<file path="config.mk">
export PLATFORM = sky130hd
export DESIGN_NAME = ro_puf_eval
export DESIGN_NICKNAME = d
export VERILOG_FILES = /design/src/rtl/ropuf_pkg.sv /design/src/rtl/ro_sync_edge.sv /design/src/rtl/ro_sat_counter.sv /design/src/rtl/ro_window_ctrl.sv /design/src/rtl/ro_puf_eval.sv
export SDC_FILE = /design/constraint.sdc
export NUM_CORES = 1
export LEC_CHECK = 0
export CAP_MARGIN = 10
export CORE_MARGIN = 4
export CORE_UTILIZATION = 39
export DETAILED_ROUTE_END_ITERATION = 12
export GPL_TIMING_DRIVEN = 1
export PLACE_DENSITY_LB_ADDON = 0.15
export REMOVE_ABC_BUFFERS = 1
export SLEW_MARGIN = 20
export SYNTH_ARGS = -nofsm -noshare
export SYNTH_HDL_FRONTEND = slang
export SYNTH_SLANG_ARGS = --single-unit
</file>
<file path="constraint.sdc">
create_clock -name clk -period 2 [get_ports clk]
set_input_delay 0.3 -clock clk [delete_from_list [all_inputs] [get_ports clk]]
set_output_delay 0.3 -clock clk [all_outputs]
set_load 0.02 [all_outputs]
</file>
<file path="src/rtl/ropuf_pkg.sv">
`timescale 1ns/1ps
package ropuf_pkg;

  typedef enum logic [1:0] {
    ST_IDLE = 2'd0,
    ST_RUN  = 2'd1,
    ST_CMP  = 2'd2
  } meas_state_t;

endpackage

</file>
<file path="src/rtl/ro_sync_edge.sv">
`timescale 1ns/1ps
module ro_sync_edge #(
  parameter int STAGES = 2
) (
  input  logic clk,
  input  logic rst,
  input  logic async_in,
  output logic rise
);

  logic [STAGES-1:0] sync_q;
  logic              last_q;

  always_ff @(posedge clk) begin
    if (rst) begin
      sync_q <= '0;
      last_q <= 1'b0;
    end else begin
      sync_q <= {sync_q[STAGES-2:0], async_in};
      last_q <= sync_q[STAGES-1];
    end
  end

  assign rise = sync_q[STAGES-1] & ~last_q;


  rise_level_chk: assert property (@(posedge clk) disable iff (rst)
    rise |=> last_q);

endmodule

</file>
<file path="src/rtl/ro_sat_counter.sv">
`timescale 1ns/1ps
module ro_sat_counter #(
  parameter int W = 16
) (
  input  logic         clk,
  input  logic         rst,
  input  logic         clr,
  input  logic         inc,
  output logic [W-1:0] count
);

  localparam logic [W-1:0] TOP = {W{1'b1}};

  always_ff @(posedge clk) begin
    if (rst || clr)
      count <= '0;
    else if (inc && count != TOP)
      count <= count + 1'b1;
  end


  no_wrap_chk: assert property (@(posedge clk) disable iff (rst)
    !clr |=> count >= $past(count));

endmodule

</file>
<file path="src/rtl/ro_window_ctrl.sv">
`timescale 1ns/1ps
module ro_window_ctrl
  import ropuf_pkg::*;
#(
  parameter int NUM_PAIRS  = 8,
  parameter int CHAL_W     = 4,
  parameter int WIN_CYCLES = 4096
) (
  input  logic              clk,
  input  logic              rst,
  input  logic              start,
  input  logic [CHAL_W-1:0] challenge,
  output logic [CHAL_W-1:0] pair_sel,
  output logic              clr,
  output logic              count_en,
  output logic              cmp_strobe,
  output logic              err
);

  localparam int WIN_W = $clog2(WIN_CYCLES + 1);
  localparam logic [WIN_W-1:0] LAST = WIN_W'(WIN_CYCLES - 1);

  meas_state_t      state;
  logic [WIN_W-1:0] win_q;
  logic             chal_ok;
  logic             accept;

  assign chal_ok = ({1'b0, challenge} < (CHAL_W+1)'(NUM_PAIRS));
  assign accept  = start && (state == ST_IDLE) && chal_ok;

  always_ff @(posedge clk) begin
    if (rst) begin
      state    <= ST_IDLE;
      win_q    <= '0;
      pair_sel <= '0;
      err      <= 1'b0;
    end else begin
      err <= start && (state == ST_IDLE) && !chal_ok;
      case (state)
        ST_IDLE: begin
          if (accept) begin
            state    <= ST_RUN;
            win_q    <= '0;
            pair_sel <= challenge;
          end
        end
        ST_RUN: begin
          win_q <= win_q + 1'b1;
          if (win_q == LAST)
            state <= ST_CMP;
        end
        ST_CMP:  state <= ST_IDLE;
        default: state <= ST_IDLE;
      endcase
    end
  end

  assign clr        = accept;
  assign count_en   = (state == ST_RUN);
  assign cmp_strobe = (state == ST_CMP);


  win_range_chk: assert property (@(posedge clk) disable iff (rst)
    (state == ST_RUN) |-> (win_q <= LAST));


  busy_start_chk: assert property (@(posedge clk) disable iff (rst)
    (start && state != ST_IDLE) |=> !err);


  reject_chk: assert property (@(posedge clk) disable iff (rst)
    (start && state == ST_IDLE && !chal_ok) |=> (err && state == ST_IDLE));

endmodule

</file>
<file path="src/rtl/ro_puf_eval.sv">
`timescale 1ns/1ps
module ro_puf_eval #(
  parameter int NUM_OSC    = 16,
  parameter int CHAL_W     = $clog2(NUM_OSC),
  parameter int CNT_W      = 16,
  parameter int WIN_CYCLES = 4096,
  parameter int SYNC_DEPTH = 2
) (
  input  logic               clk,
  input  logic               rst,
  input  logic               start,
  input  logic [CHAL_W-1:0]  challenge,
  input  logic [NUM_OSC-1:0] osc_in,
  output logic               done,
  output logic               response,
  output logic               tie,
  output logic               err
);

  localparam int NUM_PAIRS = NUM_OSC / 2;

  logic [NUM_OSC-1:0] rise_vec;
  logic [CHAL_W-1:0]  pair_sel;
  logic               clr, count_en, cmp_strobe;
  logic               rise_a, rise_b;
  logic [CNT_W-1:0]   cnt_a, cnt_b;

  for (genvar i = 0; i < NUM_OSC; i++) begin : g_osc
    ro_sync_edge #(.STAGES(SYNC_DEPTH)) u_sync (
      .clk      (clk),
      .rst      (rst),
      .async_in (osc_in[i]),
      .rise     (rise_vec[i])
    );
  end

  always_comb begin
    rise_a = 1'b0;
    rise_b = 1'b0;
    for (int p = 0; p < NUM_PAIRS; p++) begin
      if (pair_sel == CHAL_W'(p)) begin
        rise_a = rise_vec[2*p];
        rise_b = rise_vec[2*p+1];
      end
    end
  end

  ro_window_ctrl #(
    .NUM_PAIRS  (NUM_PAIRS),
    .CHAL_W     (CHAL_W),
    .WIN_CYCLES (WIN_CYCLES)
  ) u_ctrl (
    .clk        (clk),
    .rst        (rst),
    .start      (start),
    .challenge  (challenge),
    .pair_sel   (pair_sel),
    .clr        (clr),
    .count_en   (count_en),
    .cmp_strobe (cmp_strobe),
    .err        (err)
  );

  ro_sat_counter #(.W(CNT_W)) u_cnt_a (
    .clk   (clk),
    .rst   (rst),
    .clr   (clr),
    .inc   (rise_a & count_en),
    .count (cnt_a)
  );

  ro_sat_counter #(.W(CNT_W)) u_cnt_b (
    .clk   (clk),
    .rst   (rst),
    .clr   (clr),
    .inc   (rise_b & count_en),
    .count (cnt_b)
  );

  always_ff @(posedge clk) begin
    if (rst) begin
      done     <= 1'b0;
      response <= 1'b0;
      tie      <= 1'b0;
    end else begin
      done <= cmp_strobe;
      if (cmp_strobe) begin
        response <= (cnt_a > cnt_b);
        tie      <= (cnt_a == cnt_b);
      end
    end
  end


  done_pulse_chk: assert property (@(posedge clk) disable iff (rst)
    done |=> !done);


  tie_zero_chk: assert property (@(posedge clk) disable iff (rst)
    tie |-> !response);


  err_done_excl_chk: assert property (@(posedge clk) disable iff (rst)
    !(err && done));


  hold_result_chk: assert property (@(posedge clk) disable iff (rst)
    !done |-> ($stable(response) && $stable(tie)));

endmodule

</file>
# [Word level (Yosys, flattened, before mapping)]
# Index checks and enable logic that the tools add are counted.
[op_classes] reduce_logical=13 order_cmp=2 n_addsub=3 bitwise_logic=34 eq_ne=15 muxes=21
[op_table] operator="16-bit by 1-bit adder with 16-bit output, second input constant" n=2
[op_table] operator="16-bit inequality test, second input constant" n=2
[op_table] operator="13-bit case mux with 2 select lines" n=1
[op_table] operator="1-bit AND" n=18
[op_table] operator="16-bit equality test" n=1
[op_table] operator="4-bit by 3-bit equality test with 1-bit output, second input constant" n=4
[op_table] operator="16-bit > comparator" n=1
[op_table] operator="1-bit two-way mux" n=16
[op_table] operator="1-bit inverter" n=16
[op_table] operator="13-bit by 1-bit adder with 13-bit output, second input constant" n=1
[op_table] operator="13-bit by 12-bit equality test with 1-bit output, second input constant" n=1
[op_table] operator="13-bit two-way mux" n=1
[op_table] operator="4-bit by 2-bit equality test with 1-bit output, second input constant" n=2
[op_table] operator="2-bit AND reduction" n=3
[op_table] operator="1-bit logical AND" n=5
[op_table] operator="4-bit by 1-bit equality test with 1-bit output, second input constant" n=1
[op_table] operator="4-bit zero test" n=1
[op_table] operator="4-bit < comparator, second input constant" n=1
[op_table] operator="2-bit two-way mux" n=2
[op_table] operator="2-bit by 1-bit inequality test with 1-bit output, second input constant" n=2
[op_table] operator="2-bit case mux with 2 select lines" n=1
[op_table] operator="2-bit by 1-bit equality test with 1-bit output, second input constant" n=1
[op_table] operator="2-bit equality test, second input constant" n=1
[op_table] operator="2-bit zero test" n=1
[op_table] operator="other kinds (3)" n=3
[word_totals] elab_cells=129 output_inout_bits=4 inputBits=23 reg_bits=103

# [Longest topological paths before layout]
[logic_depth] depth_word=12 ltp_mapped=9 ltp_nobuf=8

# [Hierarchy]
# From an unflattened synthesis, not the netlist that was laid out.
[unflattened] hier_cells=491 area_unflattened_um2=4674.5
[modules_own_cells] mod="ro_sat_counter" instances=2 seq_area_each_um2=320.3 area_each_um2=847.1 cells_each=95
[modules_own_cells] mod="ro_sync_edge" instances=16 seq_area_each_um2=60.1 area_each_um2=87.6 cells_each=7
[modules_own_cells] mod="ro_window_ctrl" instances=1 seq_area_each_um2=400.4 area_each_um2=933.4 cells_each=106
[modules_own_cells] mod="ro_puf_eval" instances=1 seq_area_each_um2=60.1 area_each_um2=645.6 cells_each=83

# [Least setup slack after synthesis]
# Ideal clock, no wire load.
[synth_timing] kind="reg2reg" start="register u_ctrl.pair_sel[2]" end="register u_cnt_a.count[15]" slack_ps=73 arrival_ps=1857 required_ps=1930 path_stages_with_launch=9 synth_period_minus_slack_ps=1927 setup_time_ps=70 n_path_buf=2 cell_sequence="dfxtp_1 buf_6 nor2b_4 nor3b_1 a221oi_4 nand2_2 buf_6 or4_1 a21oi_1"
[synth_between] elab_chain_cells=11 elab_cells_between_ends=18 cone_classes="7 x eq/ne; 8 x mux; 1 x bitwise; 2 x reduce/logical"
[synth_rtl] element="start: declaration" line="ro_window_ctrl.sv:13" text="output logic [CHAL_W-1:0] pair_sel,"
[synth_rtl] element="start signal: assignment" line="ro_window_ctrl.sv:44" text="pair_sel <= challenge;"
[synth_rtl] element="4-bit zero test" line="ro_puf_eval.sv:41" text="if (pair_sel == CHAL_W'(p)) begin"
[synth_rtl] element="1-bit two-way mux (7 in a row)" line="ro_puf_eval.sv:41"
[synth_rtl] element="1-bit two-way mux *" line="ro_puf_eval.sv:41"
[synth_rtl] element="1-bit AND *" line="ro_puf_eval.sv:68" text=".inc (rise_a & count_en),"
[synth_rtl] element="1-bit logical AND *" line="ro_sat_counter.sv:17" text="else if (inc && count != TOP)"
[synth_rtl] element="end signal: assignment" line="ro_sat_counter.sv:18" text="count <= count + 1'b1;"
[synth_rtl] element="end: declaration" line="ro_sat_counter.sv:9" text="output logic [W-1:0] count"
# Every way passes the cells marked *; elsewhere a longest branch is shown, timed or not.
# A chain may end at the register's enable or synchronous reset.

# [Worst setup path in the final report]
[layout_timing] start="register u_ctrl.pair_sel[2]" end="register u_cnt_b.count[7]"
[layout_between] elab_chain_cells=11 elab_cells_between_ends=18 cone_classes="7 x eq/ne; 8 x mux; 1 x bitwise; 2 x reduce/logical"
[layout_rtl] element="4-bit zero test" line="ro_puf_eval.sv:41"
[layout_rtl] element="1-bit two-way mux (7 in a row)" line="ro_puf_eval.sv:41"
[layout_rtl] element="1-bit two-way mux *" line="ro_puf_eval.sv:41"
[layout_rtl] element="1-bit AND *" line="ro_puf_eval.sv:76" text=".inc (rise_b & count_en),"
[layout_rtl] element="1-bit logical AND *" line="ro_sat_counter.sv:17"
[layout_rtl] element="end signal: assignment" line="ro_sat_counter.sv:18"
[layout_rtl] element="end: declaration" line="ro_sat_counter.sv:9"
# Marked as above.

==> run summary <==
The time the final worst path needs with I/O delays and setup came out at a little under 2 ns. The power density normalized to cell area is approximately 770 mW/mm2. The final number of setup-violating endpoints came out at 0. STA classifies the critical path endpoint as a register.

The count of unresolved DRC violations after routing is 0. The final instance area came out at roughly 0.0055 mm2. The synthesized design contains 103 register bits. The count of input and output buffers is 26. Of the total power, the share spent switching nets is between 20% and 30%. The critical path starts at u_ctrl.pair_sel[2]$_SDFFE_PP0P_. The largest total area in the synthesized netlist belongs to sky130_fd_sc_hd__dfxtp_1. In this run the core area contains 38 standard-cell rows. The per-cell via count in the routed design is around 5. The sequential share of the synthesized area came out at ~46%. The via count of the first global-routing pass was between 3000 and 4000. After detailed routing, the average wire length per cell comes to 13.28 um. Headroom to the max-slew limit came out at roughly 67%. The pin slew with the least headroom to its limit is approximately 0.5 ns. Setup repair after global routing could not meet its margin everywhere.

The logic depth of the worst register-to-register path is 8. In this run the remaining antenna-violating nets after routing total 0. The combined global-route utilization of all metal layers is between 10 and 15%. The number of slew-limit violations in the final report was 0. VDD sags by at most ~0.00057 V. The leakage power of the design came out at just over 2 nW.

The post-place instance area is 0.005051 mm2. For this run, the top clock speed supported by timing is 0.5099 GHz. Clock tree synthesis inserted a total of 9 buffers. The die footprint came out at approximately 0.013 mm2.

For the final database, setup skew stands at roughly 0.0075 ns. The worst register-to-register path ends at u_cnt_b.count[7]$_SDFFE_PP0P_. The signed area change from the synthesized netlist to the final layout is 23.48%. The tool flagged a number of max-cap violations equal to 0. The final antenna diode count came out at 0. The half-perimeter wire length after detailed placement came out at 6691 um. The setup path with the least slack is of type reg2reg. The count of clock tree sinks came out at 103. In this run the worst path has a maximum fanout of 7. The number of hold violations in the final report is 0. For this run, the leading register cell type out of synthesis is sky130_fd_sc_hd__dfxtp_1. The kind of start point of the critical path is a register.

The first global-routing pass estimated between 15000 and 20000 um of wire. The share of total power in the clock network came out at a little over two fifths. The number of flops mapped to enable cells by yosys came out at 0.

The warning count from the yosys run came out at 0. The initial antenna violation count is 0. The data required time of the critical path is 2.22 ns. The gate count of the mapped netlist is around 490.

The portion of total power attributed to sequential cells is between 40% and 50%. At the worst endpoint, the arrival time is about 2.2 ns. At the later pin of the worst-skew pair, clock insertion delay measures approximately 0.34 ns.

Internal power comes to around 3.2 mW. The root buffer cell is sky130_fd_sc_hd__clkbuf_16. The share of layout cells above drive strength 1 came out at between 15 and 20%. The path class of the lowest-slack min-delay path is in2reg. The number of different library cells in the post-synthesis netlist is 53. The run finished with clean final reports. The longest clock path from root to sink contains 2 buffers.

sky130_fd_sc_hd__dfxtp_1 is the most common cell in the netlist. Ranked by total cell area, the synthesized netlist is headed by sky130_fd_sc_hd__dfxtp_1 (46%), sky130_fd_sc_hd__nor2b_1 (8.5%), sky130_fd_sc_hd__ha_1 (5.3%), sky130_fd_sc_hd__nor2_1 (3.1%), sky130_fd_sc_hd__a21oi_1 (3.0%). The clock slew seen by the registers of the worst setup and hold paths is 0.07 ns. Sorting the synthesized cells by how often they occur yields sky130_fd_sc_hd__dfxtp_1 (103), sky130_fd_sc_hd__nor2b_1 (61), sky130_fd_sc_hd__nor2_1 (37). For this run the aggregate overflow at the end of global routing stands at 0. The proportion of power drawn by combinational gates came out at under 10%. The number of detailed-route iterations in the first pass came out at 4. The final weighted congestion in routability-driven placement came out at roughly 0.86. The initial detailed-routing violation count is about 160. Across all layers, the routed design uses ~3500 vias. The reported net switching power is slightly below 1 mW.

The ratio of final minimum period to clock period came out at 98.05%. The total number of nets in the final design came out at about 590. The register-to-register setup slack is slightly below 0.04 ns. 27 I/O pins were placed. After synthesis, the largest area contributor takes up between 40% and 50% of total cell area.

After detailed routing, the total wire length is around 9200 um. The floorplan core area came out at between 0.01 and 0.015 mm2. In this run the worst setup path terminates at u_cnt_b.count[7]$_SDFFE_PP0P_. The synthesized area per cell is between 9 and 10 um2.

TritonCTS built the clock tree. The largest net degree at the start of global routing is 54. After synthesis, the share of flip-flops with an asynchronous set or reset is 0%. The H-tree was split into 3 levels.

The instance count along the most critical hold path came out at 2. The total power after layout came out at around 4.2 mW. The filler cell count in the final layout came out at between 1000 and 1500.

The floorplan die width is about 120 um. The reg-to-reg startpoint is u_ctrl.pair_sel[2]$_SDFFE_PP0P_. For this configuration, the core starts out at a cell density of around two fifths.

After synthesis the cells add up to roughly 0.0045 mm2. The die height is ~120 um.
power groups by stage:
stage	logic (mW)	clock network (mW)	registers, mW
floorplan	0.109	0	2.16
CTS	0.250	1.92	2.11
detailed placement	0.245	0	2.16
global placement	0.242	0	2.16
finish	0.265	1.86	2.11
global route	0.291	1.99	2.12
worst max-delay path, cell delays in order, from the launching register on:
cell	delay (ns)
sky130_fd_sc_hd__dfxtp_2	0.33
sky130_fd_sc_hd__buf_6	0.13
sky130_fd_sc_hd__nor4b_4	0.29
sky130_fd_sc_hd__a32oi_1	0.13
sky130_fd_sc_hd__nand4_1	0.27
sky130_fd_sc_hd__nand3b_1	0.24
sky130_fd_sc_hd__buf_4	0.20
sky130_fd_sc_hd__o211ai_1	0.17
sky130_fd_sc_hd__o31ai_1	0.09
state kept, by name, summed over array words and instances (netlist names), 2 cells and up:
name,count
u_ctrl.win_q,13
u_cnt_b.count,16
u_cnt_a.count,16
g_osc.u_sync.sync_q,32
u_ctrl.pair_sel,4
g_osc.u_sync.last_q,16
u_ctrl.state,2
cell usage in the layout, fill, tap and decap left out, types with 3 or more instances in the layout:
cell type                         synthesis  final
sky130_fd_sc_hd__nor2b_1                 61     61
sky130_fd_sc_hd__o31ai_1                  6      6
sky130_fd_sc_hd__dfxtp_1                103     99
sky130_fd_sc_hd__and3b_1                  3      3
sky130_fd_sc_hd__o21ai_1                 10     10
sky130_fd_sc_hd__o21ai_0                 12     12
sky130_fd_sc_hd__nand3_1                 26     24
sky130_fd_sc_hd__nor4_1                   6      5
sky130_fd_sc_hd__nor3_1                   9      8
sky130_fd_sc_hd__mux2i_1                  7      7
sky130_fd_sc_hd__buf_4                    0     36
sky130_fd_sc_hd__nand2_1                 28     27
sky130_fd_sc_hd__clkdlybuf4s50_1          0     25
sky130_fd_sc_hd__mux2_2                   3      3
sky130_fd_sc_hd__or2_2                    3      3
sky130_fd_sc_hd__ha_1                    19     19
sky130_fd_sc_hd__and3_1                   6      6
sky130_fd_sc_hd__xnor2_1                  6      5
sky130_fd_sc_hd__a311oi_1                 3      3
sky130_fd_sc_hd__o211ai_1                 5      5
sky130_fd_sc_hd__nand2b_1                 4      4
sky130_fd_sc_hd__inv_8                    0      4
sky130_fd_sc_hd__inv_1                   21     21
sky130_fd_sc_hd__nand3b_1                 5      5
sky130_fd_sc_hd__nor2_1                  37     36
sky130_fd_sc_hd__a21oi_1                 27     25
sky130_fd_sc_hd__clkbuf_16                0      9
sky130_fd_sc_hd__or4_1                    6      6
sky130_fd_sc_hd__buf_6                    2      3
sky130_fd_sc_hd__or3_1                    9      8
sky130_fd_sc_hd__dfxtp_2                  0      3
sky130_fd_sc_hd__nand4_1                 14     14
sky130_fd_sc_hd__xor2_1                   4      4
kinds of logic (layout without fill, tap and decap cells):
family | after synthesis | in the layout | share of synthesized area (%)
fa+ha+maj | 19 | 19 | 5.312
mux | 10 | 10 | 2.320
flops | 103 | 103 | 46.07
xor+xnor | 10 | 10 | 1.957
compound gates | 75 | 75 | 10.74
buf+inv | 41 | 102 | 3.886
simple gates | 233 | 233 | 29.72
worst min-delay path by stage:
stage / start / end
floorplan: rst / u_ctrl.state[0]$_SDFFE_PP0P_
global placement: g_osc[11].u_sync.sync_q[0]$_SDFF_PP0_ / g_osc[11].u_sync.sync_q[1]$_SDFF_PP0_
detailed placement: g_osc[10].u_sync.sync_q[0]$_SDFF_PP0_ / g_osc[10].u_sync.sync_q[1]$_SDFF_PP0_
CTS: rst / u_ctrl.win_q[4]$_SDFFE_PP0P_
global route: rst / done$_SDFF_PP0_
finish: rst / u_ctrl.win_q[3]$_SDFFE_PP0P_
area by class of cell:
| cell class | count | area (um2) | share of cell area [%] |
|---|---|---|---|
| multi-input cells | 347 | 2326 | 42.09 |
| flip-flops and latches | 103 | 2069 | 37.45 |
| repair buffers | 65 | 559.3 | 10.12 |
| clock buffers | 9 | 225.2 | 4.075 |
| well taps | 140 | 175.2 | 3.170 |
| clock inverters | 7 | 92.59 | 1.675 |
| inverters | 21 | 78.83 | 1.426 |
layer usage:
layer / share of wire (%) / track usage, % / routed length, um / vias up
met2: 48 / 24.92 / 4375 / 41
met1: 49 / 18.68 / 4466 / 1661
met3: 2.4 / 3.316 / 218 / 12
met4: 1.4 / 4.382 / 129 / 0
met5: 0 / 0 / 0 / -
li1: - / - / - / 1832
metrics by stage:
step / TNS (ns) / hold slack, ns / cells / utilization [%] / setup slack (ns)
finish: 0 / 0.2775 / 692 / 50.10 / 0.03899
CTS: 0 / 0.2737 / 687 / 48.85 / 0.007501
floorplan: -0.3251 / 0.3691 / 471 / - / -0.1178
detailed placement: -0.4418 / 0.4204 / 669 / 45.79 / -0.09265
global placement: 0 / 0.4166 / 669 / 45.79 / 0.01630
global route: -0.4447 / 0.2933 / 692 / 50.10 / -0.1001
repair_timing:
action | CTS | global route
endpoints found under the setup margin | 11 | 24
pin swaps | 1 | 17
setup buffers | 2 | 6
hold buffers | 0 | 0
gates resized for setup | 3 | 21
gates cloned | 0 | 0
No activity file was read; power rests on OpenSTA's default activity.
